===== src/rtl/bdg_cfg_pkg.sv =====
package bdg_cfg_pkg;
    localparam int AW = 8;
    localparam int DW = 32;

    localparam logic [AW-1:0] L_CTRL = 8'h00;
    localparam logic [AW-1:0] L_BASE = 8'h04;
    localparam logic [AW-1:0] L_PCMD = 8'h40;
    localparam logic [AW-1:0] P_CMD  = 8'h04;
    localparam logic [AW-1:0] P_BMIR = 8'hE8;

    localparam int SHARED_BASE_BIT = 3;

    typedef enum logic [1:0] {
        PM_OTHER = 2'b00,
        PM_RUN   = 2'b01,
        PM_PROT  = 2'b10
    } prot_e;

    typedef struct packed {
        logic       host;
        logic       mst;
        logic [1:0] cmd_lo;
    } mode_t;
endpackage


===== src/rtl/bdg_cfg_store.sv =====
module bdg_cfg_store
    import bdg_cfg_pkg::*;
#(
    parameter int AWID = AW,
    parameter int DWID = DW
) (
    input  logic            clk,
    input  logic            rst_n,
    input  logic [AWID-1:0] lb_addr,
    input  logic [DWID-1:0] lb_wdata,
    input  logic            lb_we,
    input  logic [AWID-1:0] pc_addr,
    input  logic [DWID-1:0] pc_wdata,
    input  logic            pc_we,
    output mode_t           mode,
    output logic [DWID-1:0] base
);
    logic       host_q, mst_q;
    logic [1:0] cmd_q;
    logic [DWID-1:0] base_q;

    logic lb_ctrl_wr, lb_cmd_wr, lb_base_wr, pc_cmd_wr, pc_mir_wr;

    always_comb begin
        lb_ctrl_wr = lb_we && (lb_addr == L_CTRL);
        lb_cmd_wr  = lb_we && (lb_addr == L_PCMD) && host_q;
        lb_base_wr = lb_we && (lb_addr == L_BASE);
        pc_cmd_wr  = pc_we && (pc_addr == P_CMD);
        pc_mir_wr  = pc_we && (pc_addr == P_BMIR);
    end

    always_ff @(posedge clk or negedge rst_n) begin
        if (!rst_n) begin
            host_q <= 1'b0;
            mst_q  <= 1'b0;
            cmd_q  <= '0;
            base_q <= '0;
        end else begin
            if (lb_ctrl_wr)
                host_q <= lb_wdata[2];
            // PCI port has priority on every shared bit
            if (pc_cmd_wr)
                mst_q <= pc_wdata[2];
            else if (lb_cmd_wr)
                mst_q <= lb_wdata[2];
            else if (lb_ctrl_wr)
                mst_q <= lb_wdata[1];
            if (pc_cmd_wr)
                cmd_q <= pc_wdata[1:0];
            else if (lb_cmd_wr)
                cmd_q <= lb_wdata[1:0];
            if (lb_base_wr)
                base_q <= lb_wdata;
            if (pc_mir_wr)
                base_q[SHARED_BASE_BIT] <= pc_wdata[SHARED_BASE_BIT];
        end
    end

    assign mode = '{host: host_q, mst: mst_q, cmd_lo: cmd_q};
    assign base = base_q;

    // satellite-mode local writes to the PCI view leave the command bits alone
    p_sat_drop_r2: assert property (@(posedge clk) disable iff (!rst_n)
        (lb_we && lb_addr == L_PCMD && !host_q && !pc_we)
        |=> ($stable(cmd_q) && $stable(mst_q)));

    // a PCI command write wins over a local control write in the same cycle
    p_pci_wins_r9: assert property (@(posedge clk) disable iff (!rst_n)
        (pc_we && pc_addr == P_CMD && lb_we && lb_addr == L_CTRL)
        |=> (mst_q == $past(pc_wdata[2])));

    // PCI writes at E8h reach base bit 3
    p_mirror_r4: assert property (@(posedge clk) disable iff (!rst_n)
        (pc_we && pc_addr == P_BMIR)
        |=> (base_q[SHARED_BASE_BIT] == $past(pc_wdata[SHARED_BASE_BIT])));
endmodule


===== src/rtl/bdg_cfg_rdport.sv =====
module bdg_cfg_rdport
    import bdg_cfg_pkg::*;
#(
    parameter int AWID   = AW,
    parameter int DWID   = DW,
    parameter bit IS_PCI = 1'b0
) (
    input  logic            clk,
    input  logic            rst_n,
    input  logic [AWID-1:0] addr,
    input  logic            re,
    input  mode_t           mode,
    input  logic [DWID-1:0] base,
    output logic [DWID-1:0] rdata
);
    logic [DWID-1:0] rd_mux;

    generate
        if (IS_PCI) begin : g_pci_map
            always_comb begin
                rd_mux = '0;
                unique case (addr)
                    P_CMD:   rd_mux[2:0] = {mode.mst, mode.cmd_lo};
                    P_BMIR:  rd_mux[SHARED_BASE_BIT] = base[SHARED_BASE_BIT];
                    default: rd_mux = '0;
                endcase
            end
        end else begin : g_local_map
            always_comb begin
                rd_mux = '0;
                unique case (addr)
                    L_CTRL:  rd_mux[2:1] = {mode.host, mode.mst};
                    L_BASE:  rd_mux = base;
                    L_PCMD:  rd_mux[2:0] = {mode.mst, mode.cmd_lo};
                    default: rd_mux = '0;
                endcase
            end
        end
    endgenerate

    always_ff @(posedge clk or negedge rst_n) begin
        if (!rst_n)
            rdata <= '0;
        else
            rdata <= re ? rd_mux : '0;
    end

    // no strobe, no data
    p_rd_idle_r11: assert property (@(posedge clk) disable iff (!rst_n)
        !re |=> (rdata == '0));
endmodule


===== src/rtl/bdg_cfg_prot.sv =====
module bdg_cfg_prot
    import bdg_cfg_pkg::*;
(
    input  logic  clk,
    input  logic  rst_n,
    input  mode_t mode,
    output prot_e code,
    output logic  mst_en,
    output logic  tgt_en
);
    always_comb begin
        if ({mode.host, mode.mst} == 2'b01 && mode.cmd_lo != 2'b00)
            code = PM_RUN;
        else if ({mode.host, mode.mst} == 2'b10 && mode.cmd_lo == 2'b00)
            code = PM_PROT;
        else
            code = PM_OTHER;
    end

    always_comb begin
        mst_en = (mode.host | mode.mst) && (code != PM_PROT);
        tgt_en = (|mode.cmd_lo) && (code != PM_PROT);
    end

    // protected mode blocks both directions
    p_prot_block_r7: assert property (@(posedge clk) disable iff (!rst_n)
        (code == PM_PROT) |-> (!mst_en && !tgt_en));

    // run mode opens both directions
    p_run_open_r6: assert property (@(posedge clk) disable iff (!rst_n)
        (code == PM_RUN) |-> (mst_en && tgt_en));
endmodule


===== src/rtl/bdg_cfg_regs.sv =====
module bdg_cfg_regs
    import bdg_cfg_pkg::*;
#(
    parameter int AWID = AW,
    parameter int DWID = DW
) (
    input  logic            clk,
    input  logic            rst_n,
    input  logic [AWID-1:0] lb_addr,
    input  logic [DWID-1:0] lb_wdata,
    input  logic            lb_we,
    input  logic            lb_re,
    output logic [DWID-1:0] lb_rdata,
    input  logic [AWID-1:0] pc_addr,
    input  logic [DWID-1:0] pc_wdata,
    input  logic            pc_we,
    input  logic            pc_re,
    output logic [DWID-1:0] pc_rdata,
    output logic            mst_en,
    output logic            tgt_en,
    output logic [1:0]      prot_code
);
    mode_t           mode;
    logic [DWID-1:0] base;
    prot_e           code;

    bdg_cfg_store #(.AWID(AWID), .DWID(DWID)) u_store (
        .clk(clk), .rst_n(rst_n),
        .lb_addr(lb_addr), .lb_wdata(lb_wdata), .lb_we(lb_we),
        .pc_addr(pc_addr), .pc_wdata(pc_wdata), .pc_we(pc_we),
        .mode(mode), .base(base)
    );

    bdg_cfg_rdport #(.AWID(AWID), .DWID(DWID), .IS_PCI(1'b0)) u_rd_local (
        .clk(clk), .rst_n(rst_n), .addr(lb_addr), .re(lb_re),
        .mode(mode), .base(base), .rdata(lb_rdata)
    );

    bdg_cfg_rdport #(.AWID(AWID), .DWID(DWID), .IS_PCI(1'b1)) u_rd_pci (
        .clk(clk), .rst_n(rst_n), .addr(pc_addr), .re(pc_re),
        .mode(mode), .base(base), .rdata(pc_rdata)
    );

    bdg_cfg_prot u_prot (
        .clk(clk), .rst_n(rst_n), .mode(mode),
        .code(code), .mst_en(mst_en), .tgt_en(tgt_en)
    );

    assign prot_code = code;

    // both read views of the master bit agree one cycle after reads on both ports
    p_shared_view_r3: assert property (@(posedge clk) disable iff (!rst_n)
        (lb_re && lb_addr == L_PCMD && pc_re && pc_addr == P_CMD)
        |=> (lb_rdata[2:0] == pc_rdata[2:0]));
endmodule


===== config.mk =====
export PLATFORM = sky130hd
export DESIGN_NAME = bdg_cfg_regs
export DESIGN_NICKNAME = d
export VERILOG_FILES = /design/src/rtl/bdg_cfg_pkg.sv /design/src/rtl/bdg_cfg_store.sv /design/src/rtl/bdg_cfg_rdport.sv /design/src/rtl/bdg_cfg_prot.sv /design/src/rtl/bdg_cfg_regs.sv
export SDC_FILE = /design/constraint.sdc
export NUM_CORES = 1
export LEC_CHECK = 0
export ABC_AREA = 1
export BUFFER_PORTS_ARGS = -buffer_cell sky130_fd_sc_hd__buf_2
export CORE_MARGIN = 2
export CORE_UTILIZATION = 47
export CTS_BUF_LIST = sky130_fd_sc_hd__clkbuf_8
export DETAILED_ROUTE_END_ITERATION = 8
export PLACE_DENSITY = 0.82
export SYNTH_ARGS = -nofsm -noshare
export SYNTH_HDL_FRONTEND = slang
export SYNTH_SLANG_ARGS = --single-unit

===== constraint.sdc =====
create_clock -name clk -period 1.25 [get_ports clk]
set_input_delay 0.125 -clock clk [delete_from_list [all_inputs] [get_ports clk]]
set_output_delay 0.125 -clock clk [all_outputs]
set_load 0.1 [all_outputs]

==> flow_summary.json <==
{
  "initial_utilization_pct": 48.3,
  "die_h_um": 84.3,
  "critPathLaunchType": "register",
  "post-route-period-util_pct": 114,
  "rsz0062_at_grt": "true",
  "hpwl_mm": 4.54,
  "viasPerCell": 4.61,
  "area_growth_pct": 38.5,
  "cts.clk_slew.worst_paths_ns": 0.08,
  "syn_inst": 336,
  "drt_iter0_markers": 62,
  "synth_area_leaders": "dfrtp_1 59%, buf_4 7.4%, nand2_1 7.4%",
  "crit_path_top_delay_cell": "dfrtp_1",
  "critPathRequiredTime_ns": 1.12,
  "cts_root_buffer": "clkbuf_8",
  "overflow": 0,
  "synth_top_area_share_pct": 59.4,
  "ir_worst_vdd_uv": 975,
  "fp-row-count": 29,
  "hold-worst-slack_ns": 0.0150,
  "fin_crit_ns": 1.42,
  "power.density_mw_per_mm2": 1330,
  "finalHoldViolations": 0,
  "die_w_um": 84.3,
  "ant_nets": 0,
  "pin_count": 154,
  "yosysSeqAreaShare_pct": 59.4,
  "violations": "negative setup slack",
  "synth-warning-count": 0,
  "htree_num_levels": 3,
  "antenna_found_initial": 0,
  "die_area_mm2": 0.00711,
  "cts_made_buffers": 9,
  "crit_type": "register to primary output",
  "grt_max_degree": 34,
  "slowest_delay_ns": 0.41,
  "num_vias": 2539,
  "critPathCaptureType": "primary output",
  "cp_cell_sequence": "nor2_4 > inv_2 > nor3_4 > buf_12",
  "fillerInstances": 504,
  "holdCritStartpoint": "lb_wdata[10]",
  "synth_seq_cells": 72,
  "fin_ws_ns": -0.175,
  "grt_pass1_wl_mm": 10.5,
  "wl_per_cell_um": 11.6,
  "status": "finished, violations left",
  "track_usage_pct": 18.4,
  "cts.sinks": 72,
  "setup_tns_ns": -0.558,
  "maxCapViolCount": 0,
  "slew_headroom_pct": 66.1,
  "gp_congestion": 0.867,
  "routed_wl_mm": 6.40,
  "drc_errors": 0,
  "drive_above_1_share_pct": 30.6,
  "syn_avg_cell_area_um2": 9.02,
  "finalNetCount": 555,
  "fmax_mhz": 702,
  "arrival_ns": 1.30,
  "p_leak_nw": 2.40,
  "io_buffers": 97,
  "syn_area_mm2": 0.00303,
  "worst-path-max-fanout": 2,
  "r2r_start": "u_store.host_q$_DFFE_PN0P_",
  "core_mm2": 0.00628,
  "utilization_pct": 66.9,
  "tightest_slew_ns": 0.512,
  "setup_viol": 4,
  "diodes": 0,
  "yosys.area.top_type": "dfrtp_1",
  "clock_path_buffers": 2,
  "cts_tree": "yes",
  "grt_pass1_vias": 2538,
  "drtPass1Iterations": 4,
  "min_path_type": "input port to register",
  "ys_types": 20,
  "crit_start": "u_store.cmd_q[1]$_DFFE_PN0P_",
  "clk_latency_ns": 0.33,
  "fin_skew_ns": 0.0130,
  "final_max_slew_viol_count": 0,
  "place_ws_ns": 0.0426
}
## power breakdown
| group | switching (mW) | internal (mW) | total (mW) |
|---|---|---|---|
| clock network | 0.866 | 1.39 | 2.25 |
| registers | 0.0300 | 2.42 | 2.45 |
| logic | 0.659 | 0.230 | 0.889 |
## worst paths after layout
check	cells past startpoint	to	slack (ns)
worst max register to register	8	u_store.mst_q$_DFFE_PN0P_	0.04
worst min register to register	2	u_rd_local.rdata[5]$_DFF_PN0_	0.48
min in group asynchronous	2	u_rd_local.rdata[9]$_DFF_PN0_	0.25
worst min-delay path	3	u_store.base[10]$_DFFE_PN0P_	0.01
worst max-delay path	4	prot_code[1]	-0.17
max in group asynchronous	3	u_store.base[26]$_DFFE_PN0P_	0.52
## stage by stage
stage | area, µm² | power [mW] | cells
finish | 4200 | 5.59 | 551
global placement | 3630 | 3.28 | 511
global route | 4200 | 5.81 | 551
floorplan | 3150 | 3.13 | 363
detailed placement | 3630 | 3.30 | 511
CTS | 4120 | 5.63 | 549
## repair_timing
action | in CTS | in global routing
setup buffers | 4 | 2
endpoints found under the setup margin | 5 | 14
gates cloned | 0 | 0
hold buffers | 18 | 0
resized for setup | 9 | 19
endpoints found under the hold margin | 40 | 0
pin swaps | 0 | 4
## registers in the layout (all words and copies together), names as in the netlist
register          flops
u_store.cmd_q         2
u_store.mst_q         1
u_store.base         32
u_rd_pci.rdata        4
u_rd_local.rdata     32
u_store.host_q        1
## cell usage after synthesis, drive strengths merged
master and instances:
a21oi 1, and2 1, buf 37, clkinv 1, conb 1, dfrtp 72, inv 53, nand2 60
nand3 18, nand4 1, nor2 46, nor3 6, nor3b 1, o21ai 37, or2 1
## placed cells by master, fill, tap and decap left out, types with 13 or more instances in the layout
cell type      Yosys  routed
inv_1             53      50
conb_1             1      28
nor2_1            46      45
dlygate4sd3_1      0      18
buf_4             30      13
dfrtp_1           72      72
nand2_1           60      59
buf_2              6      84
o21ai_0           35      33
nand3_1           16      13
## per-layer routing
layer / part of all wire [%] / track usage (%) / vias up / routed length, µm
met5: 0 / 0 / - / 0
met1: 41 / 21.9 / 1192 / 2640
met3: 6.8 / 4.03 / 11 / 437
met2: 50 / 31.7 / 108 / 3200
li1: - / - / 1228 / -
met4: 2.0 / 8.80 / 0 / 127
## layout make-up
cell class / instances / area, µm² / share of cell area [%]
multi-input combinational: 200 / 920 / 21.9
timing repair buffer: 132 / 925 / 22.0
clock inverter: 6 / 114 / 2.71
clock buffer: 10 / 138 / 3.28
sequential: 72 / 1800 / 42.9
tap: 77 / 96.3 / 2.30
inverter: 54 / 204 / 4.86
## kinds of logic (layout without fill, tap and decap cells)
kind of cell,count (synthesis),after routing,share of synthesized area [%]
other,1,28,0.124
buffers and inverters,91,202,15.5
AND/OR/NAND/NOR,134,134,18.7
flip-flops,72,72,59.4
AO/OA/AOI/OAI,38,38,6.27
## critical path: cells and delay by family (launching register included)
kind	cells	cell delay [ns]
flip-flops	1	0.41
buffers and inverters	2	0.26
AND/OR/NAND/NOR	2	0.30
Power figures use the tool's default switching activity.
